===== config.mk =====
export PLATFORM = sky130hd
export DESIGN_NAME = sgi_affinity_decoder
export DESIGN_NICKNAME = d
export VERILOG_FILES = /design/src/rtl/sgi_dec_pkg.sv /design/src/rtl/sgi_dec_ctrl.sv /design/src/rtl/sgi_dec_datapath.sv /design/src/rtl/sgi_affinity_decoder.sv
export SDC_FILE = /design/constraint.sdc
export NUM_CORES = 1
export LEC_CHECK = 0
export BUFFER_PORTS_ARGS = -buffer_cell sky130_fd_sc_hd__buf_2
export CELL_PAD_IN_SITES_DETAIL_PLACEMENT = 0
export CELL_PAD_IN_SITES_GLOBAL_PLACEMENT = 1
export CORE_AREA = 3 3 176 178
export CTS_CLUSTER_SIZE = 16
export DETAILED_ROUTE_END_ITERATION = 10
export DIE_AREA = 0 0 179 181
export GPL_ROUTABILITY_DRIVEN = 1
export GPL_TIMING_DRIVEN = 0
export PLACE_DENSITY = 0.69
export SYNTH_ARGS = -nofsm -noshare
export SYNTH_HDL_FRONTEND = slang
export SYNTH_SLANG_ARGS = --single-unit

===== constraint.sdc =====
create_clock -name clk -period 0.8 [get_ports clk]
set_input_delay 0.16 -clock clk [delete_from_list [all_inputs] [get_ports clk]]
set_output_delay 0.16 -clock clk [all_outputs]
set_load 0.01 [all_outputs]

===== src/rtl/sgi_dec_pkg.sv =====
package sgi_dec_pkg;

  localparam int SGI_IDS  = 16;
  localparam int AFF_W    = 8;
  localparam int CORE_AFF_W = 4 * AFF_W;

  typedef struct packed {
    logic [AFF_W-1:0] aff3;
    logic [AFF_W-1:0] aff2;
    logic [AFF_W-1:0] aff1;
    logic [3:0]       sgiId;
    logic [15:0]      targetList;
  } sgiReqT;

  // strobes from control to datapath
  typedef struct packed {
    logic deliver;
  } sgiCtrlT;

  function automatic sgiReqT decodeReq(input logic [63:0] word);
    sgiReqT r;
    r.targetList = word[15:0];
    r.aff1       = word[23:16];
    r.sgiId      = word[27:24];
    r.aff2       = word[39:32];
    r.aff3       = word[55:48];
    return r;
  endfunction

endpackage


===== src/rtl/sgi_dec_ctrl.sv =====
module sgi_dec_ctrl
  import sgi_dec_pkg::*;
(
  input  logic        reqValid,
  input  logic [15:0] targetList,
  output sgiCtrlT     ctrl
);

  // an empty target list is dropped here, so the datapath never loads it
  always_comb begin
    ctrl.deliver = reqValid && (targetList != '0);
  end

endmodule


===== src/rtl/sgi_dec_datapath.sv =====
module sgi_dec_datapath
  import sgi_dec_pkg::*;
#(
  parameter int NUM_CORES = 8
) (
  input  logic                          clk,
  input  logic                          rstN,
  input  sgiCtrlT                       ctrl,
  input  sgiReqT                        req,
  input  logic [CORE_AFF_W*NUM_CORES-1:0] coreAffinity,
  output logic [SGI_IDS*NUM_CORES-1:0]    sgiPending
);

  localparam int SEL_W = $clog2(SGI_IDS);

  for (genvar i = 0; i < NUM_CORES; i++) begin : g_core
    logic [AFF_W-1:0]   myAff3, myAff2, myAff1, myAff0;
    logic               clusterHit, inRange, listHit;
    logic [SGI_IDS-1:0] pendNext, pendQ;

    always_comb begin
      {myAff3, myAff2, myAff1, myAff0} = coreAffinity[i*CORE_AFF_W +: CORE_AFF_W];
      clusterHit = (myAff3 == req.aff3) && (myAff2 == req.aff2) && (myAff1 == req.aff1);
      inRange    = (myAff0[AFF_W-1:SEL_W] == '0);
      listHit    = req.targetList[myAff0[SEL_W-1:0]];
      pendNext   = '0;
      if (ctrl.deliver && clusterHit && inRange && listHit)
        pendNext[req.sgiId] = 1'b1;
    end

    always_ff @(posedge clk or negedge rstN) begin
      if (!rstN) pendQ <= '0;
      else       pendQ <= pendNext;
    end

    assign sgiPending[i*SGI_IDS +: SGI_IDS] = pendQ;

    AST_ONE_ID_PER_CORE: assert property (@(posedge clk) disable iff (!rstN)
      $onehot0(pendQ));

    AST_ID_FROM_REQUEST: assert property (@(posedge clk) disable iff (!rstN)
      ctrl.deliver |=> (pendQ == '0) || pendQ[$past(req.sgiId)]);

    AST_HIGH_AFF0_SILENT: assert property (@(posedge clk) disable iff (!rstN)
      (coreAffinity[i*CORE_AFF_W + SEL_W +: AFF_W-SEL_W] != '0) |=> (pendQ == '0));
  end

endmodule


===== src/rtl/sgi_affinity_decoder.sv =====
module sgi_affinity_decoder
  import sgi_dec_pkg::*;
#(
  parameter int NUM_CORES = 8
) (
  input  logic                               clk,
  input  logic                               rstN,
  input  logic                               reqValid,
  input  logic [63:0]                        reqWord,
  input  logic [CORE_AFF_W*NUM_CORES-1:0]    coreAffinity,
  output logic [SGI_IDS*NUM_CORES-1:0]       sgiPending
);

  sgiReqT  req;
  sgiCtrlT ctrl;

  assign req = decodeReq(reqWord);

  sgi_dec_ctrl ctrl_i (
    .reqValid   (reqValid),
    .targetList (req.targetList),
    .ctrl       (ctrl)
  );

  sgi_dec_datapath #(.NUM_CORES(NUM_CORES)) dp_i (
    .clk          (clk),
    .rstN         (rstN),
    .ctrl         (ctrl),
    .req          (req),
    .coreAffinity (coreAffinity),
    .sgiPending   (sgiPending)
  );

  AST_IDLE_QUIET: assert property (@(posedge clk) disable iff (!rstN)
    !reqValid |=> (sgiPending == '0));

  AST_EMPTY_LIST: assert property (@(posedge clk) disable iff (!rstN)
    (reqValid && reqWord[15:0] == '0) |=> (sgiPending == '0));

endmodule


==> summary.json, run 1 <==
{
  "fin_ws_ns": -0.499,
  "floorplan.initialDensity_pct": 28.2,
  "crit_path_top_delay_cell": "sky130_fd_sc_hd__nor4_2",
  "final_antenna_net_count": 0,
  "wl_per_cell_um": 25.3,
  "cp-endpoint": "dp_i.g_core[5].pendQ[2]",
  "endpoint_kind": "flip-flop",
  "grt_setup_unrepaired": "true",
  "clock-sinks": 128,
  "final.min_clock_period_ns": 1.30,
  "preCtsSetupSlack_ns": -1.76,
  "dieArea_um2": 32400,
  "totalNegativeSetupSlack_ns": -83.47,
  "most-common-layout-cells": "sky130_fd_sc_hd__buf_2, sky130_fd_sc_hd__xor2_1, sky130_fd_sc_hd__nor4_4",
  "io_buffer_count": 405,
  "slew-limit-headroom_pct": 62.5,
  "groute.usage.overall_pct": 23.8,
  "drt_pass1_iterations": 5,
  "grt_antenna_before_repair": 8,
  "die_x_extent_um": 179,
  "drv.max_cap_violation_count": 0,
  "worstSetupPathType": "in2reg",
  "grt_start_max_net_pins": 71,
  "dr.first_iter.drc_count": 488,
  "totalWireLength_mm": 41.6,
  "synth_cell_type_count": 29,
  "crit_path_cell_trace": "buf_12 > buf_12 > xor2_2 > nor4_2 > nand4_2 > buf_8 > buf_4 > nor4_4",
  "clock_tree_from_tritoncts": "built",
  "share_of_layout_cells_above_drive_strength_1_pct": 70.7,
  "areaGrowthSynthToFinish_pct": 99.3,
  "fp.dieH_um": 181,
  "core.rowCount": 63,
  "cp-startpoint": "reqWord[22]",
  "pin_count": 451,
  "failed_checks": "negative hold slack, negative setup slack",
  "clock_tree.htree_level_count": 4,
  "timing.final.crit_share_pct": 162,
  "powerDensity_nw_per_um2": 1240,
  "postSynthCellCount": 696,
  "worstPathArrival_ns": 1.62,
  "cts_root_buf": "sky130_fd_sc_hd__clkbuf_16",
  "critical_path_required_ns": 1.12,
  "gpl.final_weighted_congestion": 0.918,
  "nets": 1558,
  "synth_seq_cells": 128,
  "ys_seq_area_share_pct": 38.4,
  "routed_via_density": 5.16,
  "peakVddDrop_mv": 1.14,
  "yosysWarnings": 0,
  "cpPeakStageDelay_ns": 0.30,
  "max_flop_register": "dp_i.g_core.pendQ",
  "report.final.slew_viol_count": 0,
  "hold_class": "in2async",
  "place.detailed.instances": 1492,
  "dp.final_hpwl_mm": 29.6,
  "biggest_regs": "dp_i.g_core.pendQ (128)",
  "timing_worst_slew_pin_value_ns": 0.563,
  "final_cells": 1645,
  "num-fill-cells": 2378,
  "globalRouteOverflowTotal": 0,
  "hold_viol_final": 58,
  "totalPowerFinal_uw": 20600,
  "fin_hold_ws_ns": -0.285,
  "final_common_cell": "sky130_fd_sc_hd__buf_2",
  "largest_register_ffs": 128,
  "static_leakage_uw": 0.00774,
  "routed-via-count": 8486,
  "clock_tree.buffer_depth": 2,
  "largest_fanout_on_the_critical_path": 6,
  "core_area_um2": 29600,
  "clock_pin_slew_worst_setup_and_hold_paths_ns": 0.06,
  "synthesis.area_per_instance_um2": 12.0,
  "run_status": "finished with violations",
  "clock.fmax_ghz": 0.770,
  "total_of_endpoints_with_negative_setup_slack_in_the_final_report": 256,
  "cp_common_cell": "sky130_fd_sc_hd__buf_12",
  "drc": 0,
  "element_type_at_the_critical_path_start": "primary input",
  "synth_fp_nets": 1019,
  "first_global_vias": 8726,
  "synth_area_um2": 8330,
  "numCtsBuffers": 17,
  "global_route_wire_length_before_repair_mm": 56.7
}
## report_power, final
group | total [µW] | leakage, µW | switching, µW | internal, µW
clock | 8070 | 0.000294 | 3130 | 4930
sequential | 6470 | 0.00179 | 0.000000895 | 6470
combinational | 6010 | 0.00566 | 3050 | 2960
total | 20600 | 0.00774 | 6190 | 14400
## worst min-delay path by stage
stage	start	endpoint	slack, ns	cells past startpoint
global route	rstN	dp_i.g_core[7].pendQ[5]	-0.24	1
floorplan	rstN	dp_i.g_core[0].pendQ[0]	-0.14	0
finish	rstN	dp_i.g_core[7].pendQ[5]	-0.28	1
CTS	rstN	dp_i.g_core[7].pendQ[5]	-0.26	1
detailed placement	rstN	dp_i.g_core[7].pendQ[5]	0.17	1
global placement	dp_i.g_core[4].pendQ[14]	sgiPending[78]	0.57	1
## critical path, delay by kind of cell
family	cells	cell delay, ns
xor+xnor	1	0.14
buf+inv	4	0.62
simple gates	3	0.70
## Yosys cell counts, drive strengths merged
cell      n  area [µm²]
nand2    14        52.6
and2      1        6.26
or3       1        6.26
dfrtp   128        3200
xnor2     8        70.1
mux2i    14         140
nand4b    1        8.76
inv       2        7.51
clkbuf    7        26.3
mux4     32         826
nor3     15        75.1
nor4    180        1380
nor2b     1        6.26
and3      4        25.0
buf      47         444
nand4    22         169
xor2    184        1610
nand3    15        75.1
mux2      7         105
o32ai     1        27.5
o32a      1        11.3
nand2b    4        25.0
nor2      7        26.3
## metal layers
metal  track usage, %  wire length (µm)
met1             29.6             16000
met2             40.6             21400
met3             5.02              2810
met4             8.48              1410
met5                0                 7
## cell families (layout without fill, tap and decap cells)
family | Yosys count | after routing | share of synthesized area (%)
and+or+nand+nor | 265 | 265 | 22.3
xor gates and xnor gates | 192 | 192 | 20.2
DFF | 128 | 128 | 38.4
buffers and inverters | 56 | 608 | 5.74
muxes | 53 | 53 | 12.9
AOI/OAI and AO/OA | 2 | 2 | 0.466
other | 0 | 7 | 0
## what timing repair did
action / 4_1_cts / 5_1_grt
endpoints found under the hold margin: 58 / 58
gates cloned: 17 / 4
buffers inserted: 66 / 31
endpoints found under the setup margin: 256 / 256
gates resized for setup: 465 / 219
pin swaps: 119 / 70
## layout make-up
| class | instances | area, µm² | area share (%) |
|---|---|---|---|
| buffer | 52 | 931 | 5.61 |
| inverter | 2 | 7.51 | 0.0452 |
| multi-input combinational | 512 | 7110 | 42.9 |
| tap | 390 | 488 | 2.94 |
| sequential | 128 | 3200 | 19.3 |
| antenna | 7 | 17.5 | 0.106 |
| clock inverter | 15 | 181 | 1.09 |
| clock buffer | 17 | 425 | 2.56 |
| timing repair buffer | 522 | 4230 | 25.5 |
## through the flow
| stage | util, % | cell area (µm²) |
|---|---|---|
| after floorplan | - | 8570 |
| after global placement | 37.5 | 11100 |
| after detailed placement | 37.6 | 11100 |
| after CTS | 50.3 | 14900 |
| after global routing | 56.2 | 16600 |
| final | 56.2 | 16600 |
Power figures use the tool's default switching activity.
==> run 2: changes to the inputs <==
--- a/config.mk
+++ b/config.mk
@@ -8,13 +8,13 @@
 export BUFFER_PORTS_ARGS = -buffer_cell sky130_fd_sc_hd__buf_2
 export CELL_PAD_IN_SITES_DETAIL_PLACEMENT = 0
 export CELL_PAD_IN_SITES_GLOBAL_PLACEMENT = 1
-export CORE_AREA = 3 3 176 178
+export CORE_AREA = 3 3 173 175
 export CTS_CLUSTER_SIZE = 16
 export DETAILED_ROUTE_END_ITERATION = 10
-export DIE_AREA = 0 0 179 181
+export DIE_AREA = 0 0 176 178
 export GPL_ROUTABILITY_DRIVEN = 1
 export GPL_TIMING_DRIVEN = 0
-export PLACE_DENSITY = 0.69
+export PLACE_DENSITY = 0.74
 export SYNTH_ARGS = -nofsm -noshare
 export SYNTH_HDL_FRONTEND = slang
 export SYNTH_SLANG_ARGS = --single-unit
==> constraint.sdc (replaced) <==
create_clock -name clk -period 1.5 [get_ports clk]
set_input_delay 0.3 -clock clk [delete_from_list [all_inputs] [get_ports clk]]
set_output_delay 0.3 -clock clk [all_outputs]
set_load 0.01 [all_outputs]
==> summary.json, run 2 (synthesis results as in run 1) <==
{
  "run_status": "finished, final reports clean",
  "clock_pin_slew_worst_setup_and_hold_paths_ns": 0.06,
  "cts_root_buf": "sky130_fd_sc_hd__clkbuf_16",
  "grt_setup_unrepaired": "true",
  "grt_antenna_before_repair": 1,
  "wl_per_cell_um": 22.8,
  "drv.max_cap_violation_count": 0,
  "gpl.final_weighted_congestion": 0.920,
  "nets": 1473,
  "totalNegativeSetupSlack_ns": 0,
  "critPathBufInv": 2,
  "slew-limit-headroom_pct": 63.3,
  "numCtsBuffers": 17,
  "element_type_at_the_critical_path_start": "primary input",
  "dp.final_hpwl_mm": 28.7,
  "critical_path_required_ns": 1.80,
  "floorplan.initialDensity_pct": 29.1,
  "final_common_cell": "sky130_fd_sc_hd__buf_2",
  "final.min_clock_period_ns": 1.47,
  "final_antenna_net_count": 0,
  "io_buffer_count": 405,
  "worstSetupPathType": "in2reg",
  "dieArea_um2": 31300,
  "crit_path_top_delay_cell": "sky130_fd_sc_hd__nor4_4",
  "largest_register_ffs": 128,
  "peakVddDrop_mv": 0.505,
  "total_of_endpoints_with_negative_setup_slack_in_the_final_report": 0,
  "grt_start_max_net_pins": 87,
  "share_of_layout_cells_above_drive_strength_1_pct": 53.6,
  "die_x_extent_um": 176,
  "cpPeakStageDelay_ns": 0.42,
  "core_area_um2": 28600,
  "routed_via_density": 4.97,
  "groute.usage.overall_pct": 21.9,
  "final_cells": 1549,
  "worstHoldStart": "coreAffinity[55]",
  "stdcell_area_um2": 12300,
  "dr.first_iter.drc_count": 551,
  "share_of_the_core_filled_with_cells_in_the_final_layout_pct": 42.8,
  "fp.dieH_um": 178,
  "core.rowCount": 62,
  "clock_tree.htree_level_count": 4,
  "drt_pass1_iterations": 5,
  "static_leakage_uw": 0.00586,
  "areaGrowthSynthToFinish_pct": 47.1,
  "gr-max-usage-layer": "met2",
  "clock-sinks": 128,
  "most-common-layout-cells": "sky130_fd_sc_hd__buf_2, sky130_fd_sc_hd__xor2_1, sky130_fd_sc_hd__dfrtp_1",
  "cpLargestDelayFamily": "simple AND/OR/NAND/NOR gates",
  "first_global_vias": 7933,
  "preCtsSetupSlack_ns": -0.944,
  "timing.final.crit_share_pct": 98.2,
  "hold_path_depth": 4,
  "globalRouteOverflowTotal": 0,
  "endpoint_kind": "flip-flop",
  "routed-via-count": 7706,
  "pin_count": 451,
  "fin_ws_ns": 0.0275,
  "crit_path_cell_trace": "buf_12 > xor2_1 > nor4_4 > nand4_4 > buf_6 > nor4_1",
  "timing_worst_slew_pin_value_ns": 0.546,
  "biggest_regs": "dp_i.g_core.pendQ (128)",
  "grt_util_met3_pct": 5.00,
  "place.detailed.instances": 1486,
  "clock_tree_from_tritoncts": "built",
  "report.final.slew_viol_count": 0,
  "powerDensity_nw_per_um2": 800,
  "totalWireLength_mm": 35.3,
  "global_route_wire_length_before_repair_mm": 50.6,
  "max_flop_register": "dp_i.g_core.pendQ",
  "clock.fmax_ghz": 0.679,
  "hold_class": "in2reg",
  "clock_tree.buffer_depth": 2,
  "drc": 0,
  "post_dp_cell_area_um2": 11100,
  "gr_util_met2_pct": 36.8,
  "largest_fanout_on_the_critical_path": 10,
  "hold_viol_final": 0,
  "hold-path-endpoint": "dp_i.g_core[1].pendQ[15]",
  "worstPathArrival_ns": 1.77,
  "use_met1_pct": 29.2
}
==> run 2: changes by cell type in the layout (fill, tap and decap cells not counted), moves of 11 or more <==
cell / delta
sky130_fd_sc_hd__nor4_1: +93
sky130_fd_sc_hd__xor2_1: +33
sky130_fd_sc_hd__xor2_2: -23
sky130_fd_sc_hd__buf_2: +71
sky130_fd_sc_hd__buf_8: -33
sky130_fd_sc_hd__buf_12: -29
sky130_fd_sc_hd__buf_6: -73
sky130_fd_sc_hd__nor4_4: -128
sky130_fd_sc_hd__nor3_1: +11
sky130_fd_sc_hd__mux4_1: +28
sky130_fd_sc_hd__buf_16: -20
sky130_fd_sc_hd__mux4_2: -28
sky130_fd_sc_hd__nor4_2: +35
==> run 2: metrics by stage <==
step | total power, µW | hold slack [ns]
finish | 9800 | 0.298
global route | 10200 | 0.301
CTS | 9830 | 0.289
detailed placement | 5440 | 0.229
global placement | 5400 | 0.711
floorplan | 4600 | 0.00441
==> run 2: cell type report <==
| cell class | count | area [µm²] |
|---|---|---|
| multi-input combinational | 512 | 4940 |
| buffer | 54 | 687 |
| antenna | 2 | 5.00 |
| inverter | 2 | 7.51 |
| tap | 384 | 480 |
| clock inverter | 15 | 196 |
| sequential | 128 | 3200 |
| timing repair buffer | 435 | 2310 |
| fill | 2750 | 16400 |
| clock buffer | 17 | 425 |
==> run 2: metal layers <==
layer  wire length, µm  up-vias
li1                  -     3574
met3              2900       33
met4               459        0
met1             14700     3726
met2             17200      373
met5                 0        -
==> run 2: how the worst max path moves through the flow <==
stage,from,end,slack (ns),depth (start not counted)
after floorplan,reqWord[39],dp_i.g_core[0].pendQ[11],-0.11,6
after global placement,rstN,dp_i.g_core[0].pendQ[0],-1.46,1
after detailed placement,reqWord[20],dp_i.g_core[7].pendQ[5],-0.94,6
after CTS,reqWord[33],dp_i.g_core[6].pendQ[14],0.0007,7
after global routing,reqWord[0],dp_i.g_core[5].pendQ[10],-0.06,7
final,reqWord[38],dp_i.g_core[4].pendQ[13],0.03,6
==> run 2: power by group <==
part / switching (µW) / internal [µW] / leakage [µW]
sequential: 0.000000409 / 3450 / 0.00179
combinational: 1080 / 945 / 0.00377
clock: 1660 / 2670 / 0.000295
==> run 2: repair_timing <==
item                                    4_1_cts  5_1_grt
hold endpoints to repair                     42        0
endpoints found under the setup margin      128      115
pin swaps                                    15        7
setup buffers                                24        4
resized for setup                            28       29
hold buffers                                  1        0
